### src/rtl/sdram_init_pkg.sv
package sdram_init_pkg;

    // memory families the sequencer knows
    typedef enum logic [0:0] {
        MEM_DDR2 = 1'b0,
        MEM_DDR3 = 1'b1
    } mem_kind_e;

    // widths of the step description
    localparam int unsigned STEP_ADDR_BITS = 16;
    localparam int unsigned STEP_BANK_BITS = 3;
    localparam int unsigned STEP_DLY_BITS  = 32;

    // internal command word bit positions (active high)
    localparam int unsigned CB_CS  = 0;
    localparam int unsigned CB_WE  = 1;
    localparam int unsigned CB_CAS = 2;
    localparam int unsigned CB_RAS = 3;

    // control word bit positions
    localparam int unsigned KB_SEL  = 0;
    localparam int unsigned KB_CKE  = 1;
    localparam int unsigned KB_ODT  = 2;
    localparam int unsigned KB_RSTN = 3;

    localparam logic [3:0] CW_PRECHARGE_ALL = 4'b1011;
    localparam logic [3:0] CW_LOAD_MODE     = 4'b1111;
    localparam logic [3:0] CW_REFRESH       = 4'b1101;
    localparam logic [3:0] CW_ZQ_CAL        = 4'b0011;
    localparam logic [3:0] CW_NOP           = 4'b0000;

    localparam logic [3:0] KW_RELEASE_RESET = 4'b1100;
    localparam logic [3:0] KW_CLOCK_ENABLE  = 4'b1110;

    localparam logic [STEP_ADDR_BITS-1:0] A10_SET       = 16'h0400;
    localparam logic [STEP_ADDR_BITS-1:0] DLL_RESET_BIT = 16'h0100;
    localparam logic [STEP_ADDR_BITS-1:0] OCD_FIELD     = 16'h0380;

    localparam int unsigned DDR2_STEPS = 12;
    localparam int unsigned DDR3_STEPS = 7;

    // sequencer phase
    typedef enum logic [1:0] {
        PH_ISSUE = 2'd0,
        PH_WAIT  = 2'd1,
        PH_IDLE  = 2'd2
    } seq_phase_e;

    // one entry of the power-up list
    typedef struct packed {
        logic                      is_ctrl;
        logic [3:0]                word;
        logic [STEP_ADDR_BITS-1:0] addr;
        logic [STEP_BANK_BITS-1:0] bank;
        logic [STEP_DLY_BITS-1:0]  delay;
    } init_step_t;

    function automatic init_step_t step_cmd(
        input logic [3:0]                w,
        input logic [STEP_ADDR_BITS-1:0] a,
        input logic [STEP_BANK_BITS-1:0] b,
        input logic [STEP_DLY_BITS-1:0]  d
    );
        init_step_t s;
        s.is_ctrl = 1'b0;
        s.word    = w;
        s.addr    = a;
        s.bank    = b;
        s.delay   = d;
        return s;
    endfunction

    function automatic init_step_t step_ctrl(
        input logic [3:0]               w,
        input logic [STEP_DLY_BITS-1:0] d
    );
        init_step_t s;
        s.is_ctrl = 1'b1;
        s.word    = w;
        s.addr    = '0;
        s.bank    = '0;
        s.delay   = d;
        return s;
    endfunction

    function automatic init_step_t step_none();
        init_step_t s;
        s = '0;
        return s;
    endfunction

    function automatic int unsigned step_count(input mem_kind_e k);
        return (k == MEM_DDR3) ? DDR3_STEPS : DDR2_STEPS;
    endfunction

    function automatic int unsigned max_u(input int unsigned a, input int unsigned b);
        return (a > b) ? a : b;
    endfunction

endpackage

### src/rtl/init_step_rom.sv
module init_step_rom
    import sdram_init_pkg::*;
#(
    parameter mem_kind_e   MEM     = MEM_DDR3,
    parameter int unsigned IDX_W   = 4,
    parameter int unsigned T_RESET = 50000,
    parameter int unsigned T_CKE   = 10000,
    parameter int unsigned T_MRS   = 200,
    parameter int unsigned T_ZQ    = 200,
    parameter int unsigned T_REF   = 4
) (
    input  logic [IDX_W-1:0]          idx_i,
    input  logic [STEP_ADDR_BITS-1:0] mw0_i,
    input  logic [STEP_ADDR_BITS-1:0] mw1_i,
    input  logic [STEP_ADDR_BITS-1:0] mw2_i,
    input  logic [STEP_ADDR_BITS-1:0] mw3_i,
    output init_step_t                step_o
);

    localparam logic [STEP_DLY_BITS-1:0] D_RESET = STEP_DLY_BITS'(T_RESET);
    localparam logic [STEP_DLY_BITS-1:0] D_CKE   = STEP_DLY_BITS'(T_CKE);
    localparam logic [STEP_DLY_BITS-1:0] D_MRS   = STEP_DLY_BITS'(T_MRS);
    localparam logic [STEP_DLY_BITS-1:0] D_ZQ    = STEP_DLY_BITS'(T_ZQ);
    localparam logic [STEP_DLY_BITS-1:0] D_REF   = STEP_DLY_BITS'(T_REF);
    localparam logic [STEP_DLY_BITS-1:0] D_NONE  = '0;

    generate
        if (MEM == MEM_DDR3) begin : g_ddr3
            always_comb begin
                case (idx_i)
                    IDX_W'(0): step_o = step_ctrl(KW_RELEASE_RESET, D_RESET);
                    IDX_W'(1): step_o = step_ctrl(KW_CLOCK_ENABLE, D_CKE);
                    IDX_W'(2): step_o = step_cmd(CW_LOAD_MODE, mw2_i, 3'd2, D_NONE);
                    IDX_W'(3): step_o = step_cmd(CW_LOAD_MODE, mw3_i, 3'd3, D_NONE);
                    IDX_W'(4): step_o = step_cmd(CW_LOAD_MODE, mw1_i, 3'd1, D_NONE);
                    IDX_W'(5): step_o = step_cmd(CW_LOAD_MODE, mw0_i, 3'd0, D_MRS);
                    IDX_W'(6): step_o = step_cmd(CW_ZQ_CAL, A10_SET, 3'd0, D_ZQ);
                    default:   step_o = step_none();
                endcase
            end
        end else begin : g_ddr2
            logic [STEP_ADDR_BITS-1:0] mw0_dll_on;
            logic [STEP_ADDR_BITS-1:0] mw0_dll_off;
            logic [STEP_ADDR_BITS-1:0] mw1_ocd_dflt;
            logic [STEP_ADDR_BITS-1:0] mw1_ocd_exit;

            assign mw0_dll_on   = mw0_i | DLL_RESET_BIT;
            assign mw0_dll_off  = mw0_i & ~DLL_RESET_BIT;
            assign mw1_ocd_dflt = mw1_i | OCD_FIELD;
            assign mw1_ocd_exit = mw1_i & ~OCD_FIELD;

            always_comb begin
                case (idx_i)
                    IDX_W'(0):  step_o = step_ctrl(KW_CLOCK_ENABLE, D_CKE);
                    IDX_W'(1):  step_o = step_cmd(CW_PRECHARGE_ALL, A10_SET, 3'd0, D_NONE);
                    IDX_W'(2):  step_o = step_cmd(CW_LOAD_MODE, mw3_i, 3'd3, D_NONE);
                    IDX_W'(3):  step_o = step_cmd(CW_LOAD_MODE, mw2_i, 3'd2, D_NONE);
                    IDX_W'(4):  step_o = step_cmd(CW_LOAD_MODE, mw1_i, 3'd1, D_NONE);
                    IDX_W'(5):  step_o = step_cmd(CW_LOAD_MODE, mw0_dll_on, 3'd0, D_MRS);
                    IDX_W'(6):  step_o = step_cmd(CW_PRECHARGE_ALL, A10_SET, 3'd0, D_NONE);
                    IDX_W'(7):  step_o = step_cmd(CW_REFRESH, '0, 3'd0, D_REF);
                    IDX_W'(8):  step_o = step_cmd(CW_REFRESH, '0, 3'd0, D_REF);
                    IDX_W'(9):  step_o = step_cmd(CW_LOAD_MODE, mw0_dll_off, 3'd0, D_MRS);
                    IDX_W'(10): step_o = step_cmd(CW_LOAD_MODE, mw1_ocd_dflt, 3'd1, D_NONE);
                    IDX_W'(11): step_o = step_cmd(CW_LOAD_MODE, mw1_ocd_exit, 3'd1, D_NONE);
                    default:    step_o = step_none();
                endcase
            end
        end
    endgenerate

endmodule

### src/rtl/init_seq_ctrl.sv
module init_seq_ctrl
    import sdram_init_pkg::*;
#(
    parameter int unsigned NSTEPS = 7,
    parameter int unsigned IDX_W  = 4,
    parameter int unsigned CNT_W  = 16
) (
    input  logic                     clk_i,
    input  logic                     rst_i,
    input  logic [STEP_DLY_BITS-1:0] step_delay_i,
    output logic [IDX_W-1:0]         idx_o,
    output logic                     issue_o,
    output logic                     finished_o
);

    localparam logic [IDX_W-1:0] LAST_PLUS_ONE = IDX_W'(NSTEPS);

    seq_phase_e        phase_q;
    logic [IDX_W-1:0]  idx_q;
    logic [CNT_W-1:0]  cnt_q;
    logic              fin_q;
    logic              at_end;

    assign at_end     = (idx_q == LAST_PLUS_ONE);
    assign issue_o    = (phase_q == PH_ISSUE) && !at_end;
    assign idx_o      = idx_q;
    assign finished_o = fin_q;

    always_ff @(posedge clk_i) begin
        if (rst_i) begin
            phase_q <= PH_ISSUE;
            idx_q   <= '0;
            cnt_q   <= '0;
            fin_q   <= 1'b0;
        end else begin
            unique case (phase_q)
                PH_ISSUE: begin
                    if (at_end) begin
                        phase_q <= PH_IDLE;
                        fin_q   <= 1'b1;
                    end else if (step_delay_i == '0) begin
                        idx_q <= idx_q + IDX_W'(1);
                    end else begin
                        cnt_q   <= step_delay_i[CNT_W-1:0];
                        phase_q <= PH_WAIT;
                    end
                end
                PH_WAIT: begin
                    cnt_q <= cnt_q - CNT_W'(1);
                    if (cnt_q == CNT_W'(1)) begin
                        idx_q   <= idx_q + IDX_W'(1);
                        phase_q <= PH_ISSUE;
                    end
                end
                default: begin
                    phase_q <= PH_IDLE;
                end
            endcase
        end
    end

endmodule

### src/rtl/init_cmd_drive.sv
module init_cmd_drive
    import sdram_init_pkg::*;
#(
    parameter int unsigned ADDR_W = 16,
    parameter int unsigned BANK_W = 3
) (
    input  logic              clk_i,
    input  logic              rst_i,
    input  logic              issue_i,
    input  logic              is_ctrl_i,
    input  logic [3:0]        word_i,
    input  logic [ADDR_W-1:0] addr_i,
    input  logic [BANK_W-1:0] bank_i,
    output logic              cs_n_o,
    output logic              ras_n_o,
    output logic              cas_n_o,
    output logic              we_n_o,
    output logic [ADDR_W-1:0] addr_o,
    output logic [BANK_W-1:0] bank_o,
    output logic              reset_n_o,
    output logic              cke_o,
    output logic              odt_o
);

    logic [3:0]        cmd_q;
    logic [ADDR_W-1:0] addr_q;
    logic [BANK_W-1:0] bank_q;
    logic              rstn_q;
    logic              cke_q;
    logic              odt_q;

    always_ff @(posedge clk_i) begin
        if (rst_i) begin
            cmd_q  <= CW_NOP;
            addr_q <= '0;
            bank_q <= '0;
            rstn_q <= 1'b0;
            cke_q  <= 1'b0;
            odt_q  <= 1'b0;
        end else begin
            cmd_q  <= CW_NOP;
            addr_q <= '0;
            bank_q <= '0;
            if (issue_i) begin
                if (is_ctrl_i) begin
                    rstn_q <= word_i[KB_RSTN];
                    cke_q  <= word_i[KB_CKE];
                    odt_q  <= word_i[KB_ODT];
                end else begin
                    cmd_q  <= word_i;
                    addr_q <= addr_i;
                    bank_q <= bank_i;
                end
            end
        end
    end

    assign cs_n_o    = ~cmd_q[CB_CS];
    assign we_n_o    = ~cmd_q[CB_WE];
    assign cas_n_o   = ~cmd_q[CB_CAS];
    assign ras_n_o   = ~cmd_q[CB_RAS];
    assign addr_o    = addr_q;
    assign bank_o    = bank_q;
    assign reset_n_o = rstn_q;
    assign cke_o     = cke_q;
    assign odt_o     = odt_q;

endmodule

### src/rtl/dram_powerup_seq.sv
module dram_powerup_seq
    import sdram_init_pkg::*;
#(
    parameter mem_kind_e   MEM     = MEM_DDR3,
    parameter int unsigned ADDR_W  = 16,
    parameter int unsigned BANK_W  = 3,
    parameter int unsigned T_RESET = 50000,
    parameter int unsigned T_CKE   = (MEM == MEM_DDR3) ? 10000 : 20000,
    parameter int unsigned T_MRS   = 200,
    parameter int unsigned T_ZQ    = 200,
    parameter int unsigned T_REF   = 4
) (
    input  logic              clk_i,
    input  logic              rst_i,
    input  logic [ADDR_W-1:0] mode_w0_i,
    input  logic [ADDR_W-1:0] mode_w1_i,
    input  logic [ADDR_W-1:0] mode_w2_i,
    input  logic [ADDR_W-1:0] mode_w3_i,
    output logic              cmd_cs_n_o,
    output logic              cmd_ras_n_o,
    output logic              cmd_cas_n_o,
    output logic              cmd_we_n_o,
    output logic [ADDR_W-1:0] cmd_addr_o,
    output logic [BANK_W-1:0] cmd_bank_o,
    output logic              dram_reset_n_o,
    output logic              dram_cke_o,
    output logic              dram_odt_o,
    output logic              init_done_o,
    output logic              ctrl_sel_o
);

    localparam int unsigned NSTEPS  = step_count(MEM);
    localparam int unsigned IDX_W   = $clog2(NSTEPS + 1);
    localparam int unsigned MAX_DLY = max_u(max_u(max_u(T_RESET, T_CKE), max_u(T_MRS, T_ZQ)), T_REF);
    localparam int unsigned CNT_W   = (MAX_DLY < 2) ? 1 : $clog2(MAX_DLY + 1);

    logic [IDX_W-1:0] idx;
    logic             issue;
    logic             finished;
    init_step_t       step;

    init_step_rom #(
        .MEM     (MEM),
        .IDX_W   (IDX_W),
        .T_RESET (T_RESET),
        .T_CKE   (T_CKE),
        .T_MRS   (T_MRS),
        .T_ZQ    (T_ZQ),
        .T_REF   (T_REF)
    ) i_rom (
        .idx_i  (idx),
        .mw0_i  (STEP_ADDR_BITS'(mode_w0_i)),
        .mw1_i  (STEP_ADDR_BITS'(mode_w1_i)),
        .mw2_i  (STEP_ADDR_BITS'(mode_w2_i)),
        .mw3_i  (STEP_ADDR_BITS'(mode_w3_i)),
        .step_o (step)
    );

    init_seq_ctrl #(
        .NSTEPS (NSTEPS),
        .IDX_W  (IDX_W),
        .CNT_W  (CNT_W)
    ) i_ctrl (
        .clk_i        (clk_i),
        .rst_i        (rst_i),
        .step_delay_i (step.delay),
        .idx_o        (idx),
        .issue_o      (issue),
        .finished_o   (finished)
    );

    init_cmd_drive #(
        .ADDR_W (ADDR_W),
        .BANK_W (BANK_W)
    ) i_drive (
        .clk_i     (clk_i),
        .rst_i     (rst_i),
        .issue_i   (issue),
        .is_ctrl_i (step.is_ctrl),
        .word_i    (step.word),
        .addr_i    (step.addr[ADDR_W-1:0]),
        .bank_i    (step.bank[BANK_W-1:0]),
        .cs_n_o    (cmd_cs_n_o),
        .ras_n_o   (cmd_ras_n_o),
        .cas_n_o   (cmd_cas_n_o),
        .we_n_o    (cmd_we_n_o),
        .addr_o    (cmd_addr_o),
        .bank_o    (cmd_bank_o),
        .reset_n_o (dram_reset_n_o),
        .cke_o     (dram_cke_o),
        .odt_o     (dram_odt_o)
    );

    assign init_done_o = finished;
    assign ctrl_sel_o  = finished;

endmodule

### config.mk
export PLATFORM = sky130hd
export DESIGN_NAME = dram_powerup_seq
export DESIGN_NICKNAME = d
export VERILOG_FILES = /design/src/rtl/sdram_init_pkg.sv /design/src/rtl/init_step_rom.sv /design/src/rtl/init_seq_ctrl.sv /design/src/rtl/init_cmd_drive.sv /design/src/rtl/dram_powerup_seq.sv
export SDC_FILE = /design/constraint.sdc
export NUM_CORES = 1
export LEC_CHECK = 0
export ABC_AREA = 0
export BUFFER_PORTS_ARGS = -buffer_cell sky130_fd_sc_hd__buf_2
export CAP_MARGIN = 10
export CORE_UTILIZATION = 44
export DETAILED_ROUTE_END_ITERATION = 12
export GPL_ROUTABILITY_DRIVEN = 0
export GPL_TIMING_DRIVEN = 0
export PLACE_DENSITY = 0.77
export SLEW_MARGIN = 0
export SYNTH_ARGS = -nofsm -noshare
export SYNTH_HDL_FRONTEND = slang
export SYNTH_SLANG_ARGS = --single-unit
### constraint.sdc
create_clock -name clk_i -period 2.19 [get_ports clk_i]
set_input_delay 0.1095 -clock clk_i [delete_from_list [all_inputs] [get_ports clk_i]]
set_output_delay 0.1095 -clock clk_i [all_outputs]
set_load 0.01 [all_outputs]
==> qor.yml, run 1 <==
setup_path:
  startpoint_type: "flip-flop"
  slowest_delay_ps: 560
  critical_path_arrival_ps: 2280
  reg2reg_depth: 5
  required_ps: 2370
  r2r_start: "i_ctrl.cnt_q[4]"
  cp_top_family: "simple AND/OR/NAND/NOR gates"
  path_class: "reg -> reg"
  worst_setup_path_end_kind: "flip-flop"
  rrSetupSlack_ps: 90
  critPathBufInv: 1
  crit_chain: "buf_6 > or4_4 > or4_1 > a2111oi_2 > nor3_1"
  crit_fanout: 9
  reg2reg_to: "i_ctrl.cnt_q[9]"
  cp_slowest_cell: "or4_4"
layout:
  synthToLayoutAreaGrowth_pct: 28.7
  diodes: 0
  n_fill_cell: 503
  fin_util_pct: 58.9
  drive_above_1_share_pct: 33.2
  finalNonFillerCells: 455
  nNetsFinal: 458
timing:
  slew_headroom_pct: 37.9
  fin_ws_ps: 90.2
  clock.fmax_ghz: 0.476
  final-max-slew-violation-count: 0
  rsz0062_at_grt: "no"
  final.period_utilization_pct: 95.9
  skew_ps: 6.71
  setup_viol: 0
  tightest_slew_ps: 923
  tns_ps: 0
  fin_crit_ps: 2100
  hold_violations: 0
floorplan:
  die_area_mm2: 0.00564
  fp.dieW_um: 75.1
  rows: 26
  io-pin-count: 94
  design.core.area_mm2: 0.00514
  die_h_um: 75.1
  start_util_pct: 45.7
synthesis:
  ys_seq_area_share_pct: 38.3
  synth.most_common_cell: "dfxtp_1"
  synth-edff-count: 0
  ys_top_cells_by_area: "dfxtp_1 (38%), a22oi_1 (9.6%), a21oi_1 (6.8%), nor2_1 (5.3%), ha_1 (4.3%)"
  async_flop_share_pct: 0
  synth_area_mm2: 0.00235
  synth-main-ff-cell: "dfxtp_1"
  avgSynthCellArea_um2: 8.22
  synth_cell_types: 47
  yosysTopAreaCell: "dfxtp_1"
  netlist.area_leader.share_pct: 38.3
  yosys-top-cells-count: "dfxtp_1 (45), nor2_1 (33), a21oi_1 (32)"
  postSynthCellCount: 286
  ys_ff_latch: 45
  yosysWarnings: 0
  syn-num-nets: 360
routing:
  wirelength_mm: 6.74
  vias_per_cell: 5.62
  firstDrtPassIters: 5
  dr.first_iter.drc_count: 259
  routedWlPerCell_um: 14.8
  drtAntennaViolNets: 0
  num_vias: 2555
  drc: 0
clock_tree:
  cts_made_buffers: 5
  clkTransAtPathRegs_ps: 90
  root_buffer: "clkbuf_8"
  htree_num_levels: 2
  cts.sinks: 45
  hold_buffers: 0
  cts_tree: "done"
  clk_path_buf_depth: 2
  insertion_delay_ps: 310
global_routing:
  grt_max_degree: 16
  grt_pass1_vias: 2204
  grt.overflow.total: 0
  antenna_found_initial: 0
  grt_pass1_wl_mm: 10.3
  grt_usage_pct: 24.3
min_path:
  hold_start: "mode_w2_i[11]"
  min_path_cells: 3
  hold_path_class: "in -> reg"
  min_to: "i_drive.addr_o[11]"
placement:
  post-place-ws_ps: -296
  place_hpwl_mm: 4.92
  place_inst: 448
  portBuffers: 92
pwr:
  ir_drop_uv: 558
  pwr-share-seq_pct: 34.4
  netSwitchingFraction_pct: 44.2
  combPwrFrac_pct: 49.8
  p_per_area_mw_per_mm2: 1130
  internal_power_mw: 1.91
  power_frac_clock_pct: 15.8
  leakagePower_nw: 1.31
  power.switching_mw: 1.52
outcome:
  status: "finished clean"
run:
  max_cap_violations: 0
## layout by cell type, fill, tap and decap left out, drive strengths merged, types with 2 or more instances in the layout
| cell | count |
|---|---|
| a2111oi | 2 |
| a211oi | 3 |
| a21o | 4 |
| a21oi | 32 |
| a221oi | 2 |
| a22oi | 30 |
| a31oi | 2 |
| buf | 101 |
| clkbuf | 17 |
| dfxtp | 45 |
| ha | 8 |
| inv | 17 |
| mux2 | 3 |
| mux2i | 4 |
| nand2 | 12 |
| nand2b | 2 |
| nand3 | 4 |
| nand4 | 4 |
| nor2 | 33 |
| nor2b | 3 |
| nor3 | 9 |
| nor4 | 8 |
| o21ai | 12 |
| o22ai | 2 |
| o31ai | 3 |
| or3 | 2 |
| or4 | 6 |
## logic make-up after synthesis
kind of cell	synth area share, %
compound gates	27.0
fa+ha+maj	4.26
buf+inv	7.08
flops	38.3
mux	3.14
other cells	0.160
simple gates	20.0
## worst min-delay path, stage by stage
cell,delay [ps]
buf_2,70
a22oi_1,50
a21oi_1,110
## worst max path at each step
stage,from,end,slack [ps],cells past startpoint
3_5_place_dp,i_ctrl.idx_o[2],i_drive.bank_o[1],-300,9
5_1_grt,i_ctrl.idx_o[1],i_drive.addr_o[1],7,8
2_1_floorplan,i_ctrl.idx_o[2],i_drive.bank_o[1],160,9
4_1_cts,i_ctrl.idx_o[0],i_ctrl.cnt_q[14],40,7
6_report,i_ctrl.cnt_q[4],i_ctrl.cnt_q[9],90,5
3_3_place_gp,i_ctrl.idx_o[2],i_drive.addr_o[8],-290,9
## power groups by stage
stage	sequential, mW	combinational, mW	clock [mW]
after floorplan	1.16	1.21	0
after global placement	1.18	1.59	0
after detailed placement	1.19	1.62	0
after CTS	1.17	1.65	0.549
after global routing	1.21	1.90	0.585
final	1.18	1.71	0.542
## final cells by class
type	instances	area, um2	area share [%]
multi-input cells	203	1320	43.5
flip-flops and latches	45	901	29.8
repair buffers	92	460	15.2
plain buffers	21	110	3.64
well taps	70	87.6	2.89
clock buffers	5	68.8	2.27
inverters	16	60.1	1.99
clock inverters	3	21.3	0.703
## repair_timing
action | in CTS | in global routing
pin swaps | 0 | 1
setup endpoints to repair | 11 | 23
setup buffers | 0 | 0
endpoints found under the hold margin | 0 | 0
gates resized for setup | 3 | 17
## registers in the layout, summed over array words and instances (netlist names)
name,count
i_ctrl.cnt_q,16
i_ctrl.finished_o,1
i_ctrl.idx_o,3
i_ctrl.phase_q,2
i_drive.addr_o,16
i_drive.bank_o,2
i_drive.cke_o,1
i_drive.cmd_q,3
i_drive.odt_o,1
## routing by layer
| metal | vias to the layer above | track usage [%] | share of wire [%] |
|---|---|---|---|
| li1 | 1241 | - | - |
| met1 | 1210 | 34.7 | 44 |
| met2 | 94 | 35.8 | 49 |
| met3 | 10 | 4.95 | 5.4 |
| met4 | 0 | 9.85 | 1.3 |
| met5 | - | 0 | 0 |
## per-stage QoR
stage | instance area, um2 | hold slack (ps) | power [mW]
3_5_place_dp | 2900 | 394 | 2.81
5_1_grt | 3030 | 88.2 | 3.69
3_3_place_gp | 2900 | 384 | 2.77
2_1_floorplan | 2350 | 294 | 2.37
4_1_cts | 2990 | 76.3 | 3.37
6_report | 3030 | 72.2 | 3.43
No activity file was read; power rests on OpenSTA's default activity.
==> run 2: changes to the inputs <==
CORE_ASPECT_RATIO = 0.6   (was default)
==> run 2 against run 1 <==
Net effect: combinational power grew 5%; non-clock buffer count decreased by 1; clock skew fell by 1.3 ps; wire length increased by 2.6%; via count rose by 1.7%; sequential power barely moved; die area rose by 0.18%; core utilization up 0.89 points; critical path depth up 1; critical endpoint unchanged.
==> qor.yml, run 2 (synthesized netlist as in run 1, its figures left out) <==
clock_tree:
  cts_tree: "done"
  cts.sinks: 45  # unchanged
  clk_path_buf_depth: 2  # unchanged
  cts_made_buffers: 5  # unchanged
  htree_num_levels: 2  # unchanged
  clkTransAtPathRegs_ps: 90  # about the same
  root_buffer: "clkbuf_8"
  insertion_delay_ps: 300  # about the same
min_path:
  hold_path_class: "in -> reg"
global_routing:
  antenna_found_initial: 0  # unchanged
  grt_max_degree: 16  # unchanged
  grt.overflow.total: 0  # unchanged
  grt_pass1_vias: 2077  # -5.8%
  grt_usage_pct: 24.5  # +0.15 points
  grt_pass1_wl_mm: 10.4  # +0.74%
floorplan:
  die_area_mm2: 0.00565  # +0.18%
  io-pin-count: 94  # unchanged
  fp.dieW_um: 96.4  # +28%
  rows: 20  # -23%
  start_util_pct: 46.1  # +0.31 points
  design.core.area_mm2: 0.00510  # -0.68%
  die_h_um: 58.6  # -22%
routing:
  vias_per_cell: 5.78  # +2.9%
  wirelength_mm: 6.91  # +2.6%
  routedWlPerCell_um: 15.4  # +3.8%
  drtAntennaViolNets: 0  # unchanged
  drc: 0  # unchanged
  num_vias: 2599  # +1.7%
  dr.first_iter.drc_count: 331  # +28%
  firstDrtPassIters: 5  # unchanged
setup_path:
  critPathBufInv: 1  # unchanged
  cp_slowest_cell: "o21ai_0"
  startpoint_type: "flip-flop"
  critical_path_arrival_ps: 2370  # +90 ps
  rrSetupSlack_ps: 60  # -30 ps
  reg2reg_to: "i_ctrl.cnt_q[9]"
  slowest_delay_ps: 590  # +30 ps
  crit_fanout: 8  # -1
  r2r_start: "i_ctrl.idx_o[0]"
  worst_setup_path_end_kind: "flip-flop"
  crit_end: "i_ctrl.cnt_q[9]"
  reg2reg_depth: 6  # +1
  cp_top_family: "compound AO/OA/AOI/OAI gates"
  cp.depth: 6  # +1
  crit_chain: "inv_1 > ha_1 > mux2_2 > o21ai_0 > a2111oi_4 > nor3_1"
  required_ps: 2420  # +50 ps
  path_class: "reg -> reg"
  startpoint: "i_ctrl.idx_o[0]"
layout:
  nNetsFinal: 457  # -0.22%
  synthToLayoutAreaGrowth_pct: 29.8
  drive_above_1_share_pct: 34.1  # +0.87 points
  layout_commonest_cell: "buf_2"
  final_area_mm2: 0.00305  # +0.83%
  layout_common_cells: "buf_2 (94), dfxtp_1 (45), nor2_1 (32), a21oi_1 (32), a22oi_1 (30)"
  diodes: 0  # unchanged
  finalNonFillerCells: 450  # -1.1%
placement:
  place_area_mm2: 0.00289  # -0.17%
  portBuffers: 92  # unchanged
  post-place-ws_ps: -350  # -54.0 ps
  place_hpwl_mm: 5.22  # +6.1%
  place_inst: 444  # -0.89%
timing:
  final-max-slew-violation-count: 0  # unchanged
  hold_violations: 0  # unchanged
  hold_ws_ps: 82.0  # +9.86 ps
  fin_crit_ps: 2130  # +33.7 ps
  slew_headroom_pct: 50.1  # +12 points
  fin_ws_ps: 56.5  # -33.7 ps
  setup_viol: 0  # unchanged
  skew_ps: 5.40  # -1.31 ps
  tns_ps: 0  # unchanged
  rsz0062_at_grt: "yes"
  clock.fmax_ghz: 0.469  # -1.6%
  tightest_slew_ps: 741  # -182 ps
  final.period_utilization_pct: 97.4  # +1.5 points
outcome:
  status: "finished clean"
pwr:
  p_per_area_mw_per_mm2: 1150  # +1.8%
  leakagePower_nw: 1.31  # about the same
  ir_drop_uv: 463  # -17%
run:
  max_cap_violations: 0  # unchanged
## run 2: timing repair
item / in CTS / in global routing
pin swaps: 0 / 2
hold buffers: 0 / 0
setup endpoints to repair: 13 / 28
resized for setup: 6 / 18
setup buffers: 0 / 0
hold endpoints to repair: 0 / 0
## run 2: how the worst min path moves through the flow
stage	slack, ps	cells past startpoint	from	to
2_1_floorplan	290	2	mode_w2_i[0]	i_drive.addr_o[0]
6_report	80	3	mode_w2_i[2]	i_drive.addr_o[2]
3_3_place_gp	390	3	mode_w2_i[13]	i_drive.addr_o[13]
4_1_cts	80	3	mode_w2_i[4]	i_drive.addr_o[4]
3_5_place_dp	390	3	mode_w2_i[4]	i_drive.addr_o[4]
5_1_grt	70	3	mode_w2_i[6]	i_drive.addr_o[6]
## run 2: final cells by class
| type | instances | area, um2 |
|---|---|---|
| fillers | 477 | 2050 |
| multi-input cells | 203 | 1350 |
| flip-flops and latches | 45 | 901 |
| repair buffers | 92 | 460 |
| plain buffers | 20 | 110 |
| well taps | 66 | 82.6 |
| clock buffers | 5 | 68.8 |
| inverters | 16 | 60.1 |
| clock inverters | 3 | 22.5 |
## run 2: power breakdown
part           internal [mW]  total, mW  switching (mW)  leakage [nW]
clock                  0.224      0.532           0.308        0.0364
combinational          0.728       1.80            1.07         0.908
sequential             0.994       1.19           0.196         0.367
## run 2: per-stage QoR
stage          total power [mW]  utilization [%]
2_1_floorplan              2.37                -
3_3_place_gp               2.81             56.7
3_5_place_dp               2.84             56.7
4_1_cts                    3.38             58.7
5_1_grt                    3.75             59.8
6_report                   3.52             59.8
## run 2: worst min-delay path: stages
cell	delay (ps)
buf_2	80
a22oi_1	50
a21oi_1	110
## run 2: layer usage
layer  share of wire (%)  global-route usage (%)  wire [um]  vias up
li1                    -                       -          -     1249
met1                  48                    38.7       3310     1211
met2                  42                    32.0       2900      133
met3                 9.6                    6.20        663        6
met4                0.62                    6.51         43        0
met5                   0                       0          0        -
